### src/rtl/saw_pkg.sv
package saw_pkg;
    localparam int CODE_W = 12;
    localparam int FRAC_W = 4;
    localparam int ACC_W  = CODE_W + FRAC_W;

    typedef enum logic [1:0] {
        WM_OFF   = 2'b00,
        WM_NOISE = 2'b01,
        WM_TRI   = 2'b10,
        WM_SAW   = 2'b11
    } wave_mode_e;

    typedef struct packed {
        logic [CODE_W-1:0] start_code;
        logic [ACC_W-1:0]  step;
        logic              down;
    } saw_cfg_t;

    typedef struct packed {
        logic restart;
        logic advance;
    } saw_fire_t;

    // Next accumulator value for one advance; wraps modulo 2^ACC_W.
    function automatic logic [ACC_W-1:0] advance_acc(input logic [ACC_W-1:0] acc,
                                                     input saw_cfg_t cfg);
        return cfg.down ? (acc - cfg.step) : (acc + cfg.step);
    endfunction

    function automatic logic [ACC_W-1:0] restart_acc(input saw_cfg_t cfg);
        return {cfg.start_code, {FRAC_W{1'b0}}};
    endfunction
endpackage

### src/rtl/saw_trig_sel.sv
module saw_trig_sel #(
    parameter int NUM_EVT = 4,
    parameter int SEL_W   = 3
) (
    input  logic               clk,
    input  logic               rst,
    input  logic [SEL_W-1:0]   sel,
    input  logic               sw_strobe,
    input  logic [NUM_EVT-1:0] hw_evt,
    output logic               fire,
    output logic               reject
);
    logic [NUM_EVT-1:0] evt_q;
    logic [NUM_EVT-1:0] evt_rise;
    logic               hw_hit;

    always_ff @(posedge clk) begin
        if (rst) evt_q <= '0;
        else     evt_q <= hw_evt;
    end

    assign evt_rise = hw_evt & ~evt_q;

    always_comb begin
        hw_hit = 1'b0;
        for (int k = 0; k < NUM_EVT; k++) begin
            if (sel == SEL_W'(k + 1)) hw_hit = evt_rise[k];
        end
    end

    assign fire   = (sel == '0) ? sw_strobe : hw_hit;
    assign reject = sw_strobe && (sel != '0);

    // a hardware line held steady under a steady select never triggers
    assert_edge_once_R7: assert property (@(posedge clk) disable iff (rst)
        (!$past(rst) && sel != '0 && $stable(sel) && $stable(hw_evt)) |-> !fire);

    // a refused software strobe never produces a trigger by itself
    assert_sw_blocked_R8: assert property (@(posedge clk) disable iff (rst)
        (sel != '0 && sw_strobe && hw_evt == evt_q) |-> !fire);
endmodule

### src/rtl/saw_accum.sv
module saw_accum
    import saw_pkg::*;
(
    input  logic             clk,
    input  logic             rst,
    input  logic             en,
    input  saw_fire_t        fire,
    input  saw_cfg_t         cfg,
    output logic [ACC_W-1:0] acc
);
    always_ff @(posedge clk) begin
        if (rst) begin
            acc <= '0;
        end else if (en) begin
            if (fire.restart)      acc <= restart_acc(cfg);
            else if (fire.advance) acc <= advance_acc(acc, cfg);
        end
    end

    // restart loads the start code with a zero fraction, even with an advance pending
    assert_restart_load_R3: assert property (@(posedge clk) disable iff (rst)
        (en && fire.restart) |=> (acc[ACC_W-1:FRAC_W] == $past(cfg.start_code)
                                  && acc[FRAC_W-1:0] == '0));

    // upward step
    assert_step_up_R4: assert property (@(posedge clk) disable iff (rst)
        (en && !fire.restart && fire.advance && !cfg.down)
        |=> acc == ACC_W'($past(acc) + $past(cfg.step)));

    // downward step
    assert_step_down_R5: assert property (@(posedge clk) disable iff (rst)
        (en && !fire.restart && fire.advance && cfg.down)
        |=> acc == ACC_W'($past(acc) - $past(cfg.step)));

    // disabled generator holds its state
    assert_hold_off_R2: assert property (@(posedge clk) disable iff (rst)
        !en |=> $stable(acc));
endmodule

### src/rtl/saw_gen.sv
module saw_gen
    import saw_pkg::*;
#(
    parameter int NUM_EVT = 4,
    parameter int SEL_W   = 3
) (
    input  logic               clk,
    input  logic               rst,
    input  logic [1:0]         wave_mode,
    input  logic [11:0]        start_code,
    input  logic [15:0]        step_val,
    input  logic               dir_down,
    input  logic [SEL_W-1:0]   restart_sel,
    input  logic [SEL_W-1:0]   advance_sel,
    input  logic               sw_restart,
    input  logic               sw_advance,
    input  logic [NUM_EVT-1:0] hw_evt,
    output logic [11:0]        code_out,
    output logic               err_pulse
);
    wave_mode_e       mode;
    logic             en;
    saw_cfg_t         cfg;
    saw_fire_t        fire;
    logic             rej_restart;
    logic             rej_advance;
    logic [ACC_W-1:0] acc;

    assign mode = wave_mode_e'(wave_mode);
    assign en   = (mode == WM_SAW);

    assign cfg.start_code = start_code;
    assign cfg.step       = step_val;
    assign cfg.down       = dir_down;

    saw_trig_sel #(.NUM_EVT(NUM_EVT), .SEL_W(SEL_W)) u_restart_src (
        .clk(clk), .rst(rst), .sel(restart_sel), .sw_strobe(sw_restart),
        .hw_evt(hw_evt), .fire(fire.restart), .reject(rej_restart)
    );

    saw_trig_sel #(.NUM_EVT(NUM_EVT), .SEL_W(SEL_W)) u_advance_src (
        .clk(clk), .rst(rst), .sel(advance_sel), .sw_strobe(sw_advance),
        .hw_evt(hw_evt), .fire(fire.advance), .reject(rej_advance)
    );

    saw_accum u_accum (
        .clk(clk), .rst(rst), .en(en), .fire(fire), .cfg(cfg), .acc(acc)
    );

    always_ff @(posedge clk) begin
        if (rst) err_pulse <= 1'b0;
        else     err_pulse <= rej_restart | rej_advance;
    end

    assign code_out = en ? acc[ACC_W-1:FRAC_W] : '0;

    // a strobe on a hardware-routed trigger raises the error next cycle
    assert_err_flag_R8: assert property (@(posedge clk) disable iff (rst)
        ((sw_restart && restart_sel != '0) || (sw_advance && advance_sel != '0)) |=> err_pulse);

    // error only follows a refused strobe
    assert_err_cause_R8: assert property (@(posedge clk) disable iff (rst)
        (!(sw_restart && restart_sel != '0) && !(sw_advance && advance_sel != '0)) |=> !err_pulse);

    // output silent outside sawtooth mode
    assert_code_off_R2: assert property (@(posedge clk) disable iff (rst)
        (wave_mode != 2'b11) |-> code_out == '0);
endmodule

### config.mk
export PLATFORM = sky130hd
export DESIGN_NAME = saw_gen
export DESIGN_NICKNAME = d
export VERILOG_FILES = /design/src/rtl/saw_pkg.sv /design/src/rtl/saw_trig_sel.sv /design/src/rtl/saw_accum.sv /design/src/rtl/saw_gen.sv
export SDC_FILE = /design/constraint.sdc
export NUM_CORES = 1
export LEC_CHECK = 0
export BUFFER_PORTS_ARGS = -buffer_cell sky130_fd_sc_hd__clkbuf_2
export CORE_UTILIZATION = 40
export DETAILED_ROUTE_END_ITERATION = 12
export GPL_ROUTABILITY_DRIVEN = 0
export GPL_TIMING_DRIVEN = 1
export HOLD_SLACK_MARGIN = 0.15
export PLACE_DENSITY = 0.71
export SYNTH_ARGS = -nofsm -noshare
export SYNTH_HDL_FRONTEND = slang
export SYNTH_SLANG_ARGS = --single-unit
### constraint.sdc
create_clock -name clk -period 4.8 [get_ports clk]
set_input_delay 0.72 -clock clk [delete_from_list [all_inputs] [get_ports clk]]
set_output_delay 0.72 -clock clk [all_outputs]
set_load 0.02 [all_outputs]
==> flow_summary.yaml <==
status:
  status: "completed"
setup_path:
  worst_setup_path_start_kind: "input pin"
  arrival_ns: 3.49
  path_common_cell: "a21oi_1"
  cp_max_fo: 6
  reg2reg_from: "u_accum.acc[0]$_SDFFE_PP0P_"
  cp_data_required_time_ns: 5.00
  cp.buffers_inverters: 1
  startpoint: "step_val[6]"
  end_kind: "register"
  path_delay_family: "simple AND/OR/NAND/NOR gates"
  worstPathCellList: "clkbuf_2 > or4_4 > nor4_4 > a21oi_1 > xnor2_1 > ha_1 > and3_1 > o211a_1 > o21ai_0 > nor3b_1 > o31a_1 > a21oi_1"
  timing.reg2reg.setup_slack_ns: 2.33
  critical-path-slowest-cell: "or4_4"
  critPathKind: "input pin to register"
  crit_path_max_incr_delay_ns: 0.56
yosys:
  yosysWarnings: 0
  synth_edf_count: 0
  netlist_top_cells_area: "dfxtp_1 20%, ha_1 9.4%, xnor2_1 7.8%"
  yosysTopAreaCellShare_pct: 19.8
  ys_seq_area_share_pct: 19.8
  netlist_area_um2: 2120
  synth_area_leader_cell: "dfxtp_1"
  async_reset_ff_share_pct: 0
  synth_cells: 280
  synthFlopType: "dfxtp_1"
  ys_ff_latch: 21
  post-synth-top-count-cell: "a21oi_1"
  synthTopCellsByCount: "28 x a21oi_1, 27 x nand2_1, 21 x dfxtp_1"
  yosysUniqueCellTypes: 51
  postSynthAreaPerCell_um2: 7.58
  synth_nets: 342
cts:
  cts_resized: 0
  htree_levels: 1
  cts_hold_buf: 0
  clockRootBuffer: "clkbuf_8"
  clock_path_buffers: 2
  cts_made_buffers: 3
  clk_pin_slew_ns: 0.07
  clkSinkCount: 21
  cts_setup_buffers: 0
  clk-insertion-delay-late_ns: 0.26
  cts_tree: "yes"
hold_path:
  hp-class: "register to register"
  hp-start: "u_accum.acc[0]$_SDFFE_PP0P_"
power_and_ir_drop:
  power_density_nw_per_um2: 220
  seqPwrFrac_pct: 35.2
  power_switching_share_pct: 37.0
  clkPwrFrac_pct: 20.9
  power.internal_mw: 0.349
  p_sw_mw: 0.205
  comb_power_share_pct: 43.9
  leakage_nw: 1.18
  peakVddDrop_v: 0.0000731
global_routing:
  grt_max_degree: 19
  grt_overflow_total: 0
  grt_pass1_vias: 1781
  grtUsageTotal_pct: 19.3
  antenna_found_initial: 0
  grt_first_pass_wirelength_mm: 8.18
run:
  cap_viol_max_count: 0
drt:
  routed_wl_mm: 5.49
  drtAntennaViolNets: 0
  drtIter0Drc: 119
  drc: 0
  drt-pass1-iter-count: 4
  vias_per_cell: 5.53
  wl_per_cell_um: 13.6
  vias: 2230
finish:
  syn2layout_area_growth_pct: 18.5
  final_cells: 403
  layout-drive-gt1-share_pct: 21.0
  fin_nets: 396
  regArea_um2: 420
  antennaDiodeCount: 0
  multi_input_area_um2: 1630
  final_core_util_pct: 49.3
  fillers: 524
floorplan:
  start_util_pct: 41.6
  die_area_um2: 5600
  die_w_um: 74.9
  io_pins: 58
  rows: 26
  coreArea_um2: 5110
  die_h_um: 74.9
sta:
  tightest_slew_ns: 0.850
  setup_viol: 0
  setup_ws_ns: 1.51
  final-hold-violation-count: 0
  slew_headroom_pct: 42.4
  setup_tns_ns: 0
  rsz0062_at_grt: "false"
  fin_crit_sh_pct: 68.6
  layout_min_cycle_time_ns: 3.29
  slew_violations: 0
  timing.fmax_mhz: 304
  finalClockSkew_ns: 0.00326
placed_design:
  io_buffer_count: 57
  pre_cts_ws_ns: 1.29
  place_hpwl_mm: 4.51
  dp_cells: 399
per-stage QoR:
step	total power [mW]	area, um^2	hold slack (ns)
floorplan	0.369	2120	0.432
global placement	0.435	2470	0.447
detailed placement	0.439	2470	0.454
CTS	0.558	2520	0.470
global route	0.591	2520	0.503
finish	0.553	2520	0.467
worst min-delay path, delay by kind of cell, from the launching register on:
family	cells	cell delay (ns)
flops	1	0.32
compound gates	1	0.05
simple gates	1	0.05
worst paths after layout:
kind	to	depth (start not counted)
max	u_accum.acc[11]$_SDFFE_PP0P_	12
min	u_accum.acc[0]$_SDFFE_PP0P_	2
max reg2reg	u_accum.acc[12]$_SDFFE_PP0P_	10
min reg2reg	u_accum.acc[0]$_SDFFE_PP0P_	2
metal layers:
| layer | GRT usage [%] | part of all wire (%) | vias up |
|---|---|---|---|
| li1 | - | - | 1150 |
| met1 | 27.4 | 51 | 993 |
| met2 | 30.5 | 41 | 82 |
| met3 | 1.61 | 6.7 | 5 |
| met4 | 6.92 | 1.3 | 0 |
| met5 | 0 | 0 | - |
cells in the final DEF (no fill, tap or decap), types with 3 or more instances in the layout:
master    count
nor3_1        8
nand2_1      27
o31ai_1       3
dfxtp_1      21
nor4b_1       3
o21ai_0      14
and3_1       14
clkbuf_2     57
xor2_1        6
o22ai_1       4
xnor2_1      19
mux2i_1       3
a21oi_1      28
ha_1         16
a21o_1        5
nor2b_1      13
inv_1        10
a31oi_1      12
a211oi_1      5
nand3_1       5
o21a_1        3
clkbuf_8      3
nor2_1       19
kinds of logic (layout without fill, tap and decap cells):
logic type	count (synthesis)	after routing	synth area share, %
AND/OR/NAND/NOR	98	98	24.2
AO/OA/AOI/OAI	95	95	29.5
XOR/XNOR	26	26	11.1
flip-flops	21	21	19.8
buffers and inverters	20	73	3.65
adder cells (fa/ha/maj)	17	17	10.4
multiplexers	3	3	1.41
power groups by stage:
stage | sequential [mW] | combinational (mW) | clock (mW)
2_1_floorplan | 0.195 | 0.174 | 0
3_3_place_gp | 0.198 | 0.237 | 0
3_5_place_dp | 0.198 | 0.240 | 0
4_1_cts | 0.194 | 0.242 | 0.122
5_1_grt | 0.196 | 0.268 | 0.127
6_report | 0.194 | 0.243 | 0.116
final cells by class:
type	count	area share [%]
Clock buffer	4	1.79
Inverter	10	1.49
Multi-Input combinational cell	239	64.6
Sequential cell	21	16.7
Tap cell	70	3.48
Timing Repair Buffer	59	11.9
state kept, by name (all words and copies together), names as in the netlist:
| name | flops |
|---|---|
| u_accum.acc | 16 |
| u_advance_src.evt_q | 4 |
| err_pulse | 1 |
No activity file was read; power rests on OpenSTA's default activity.
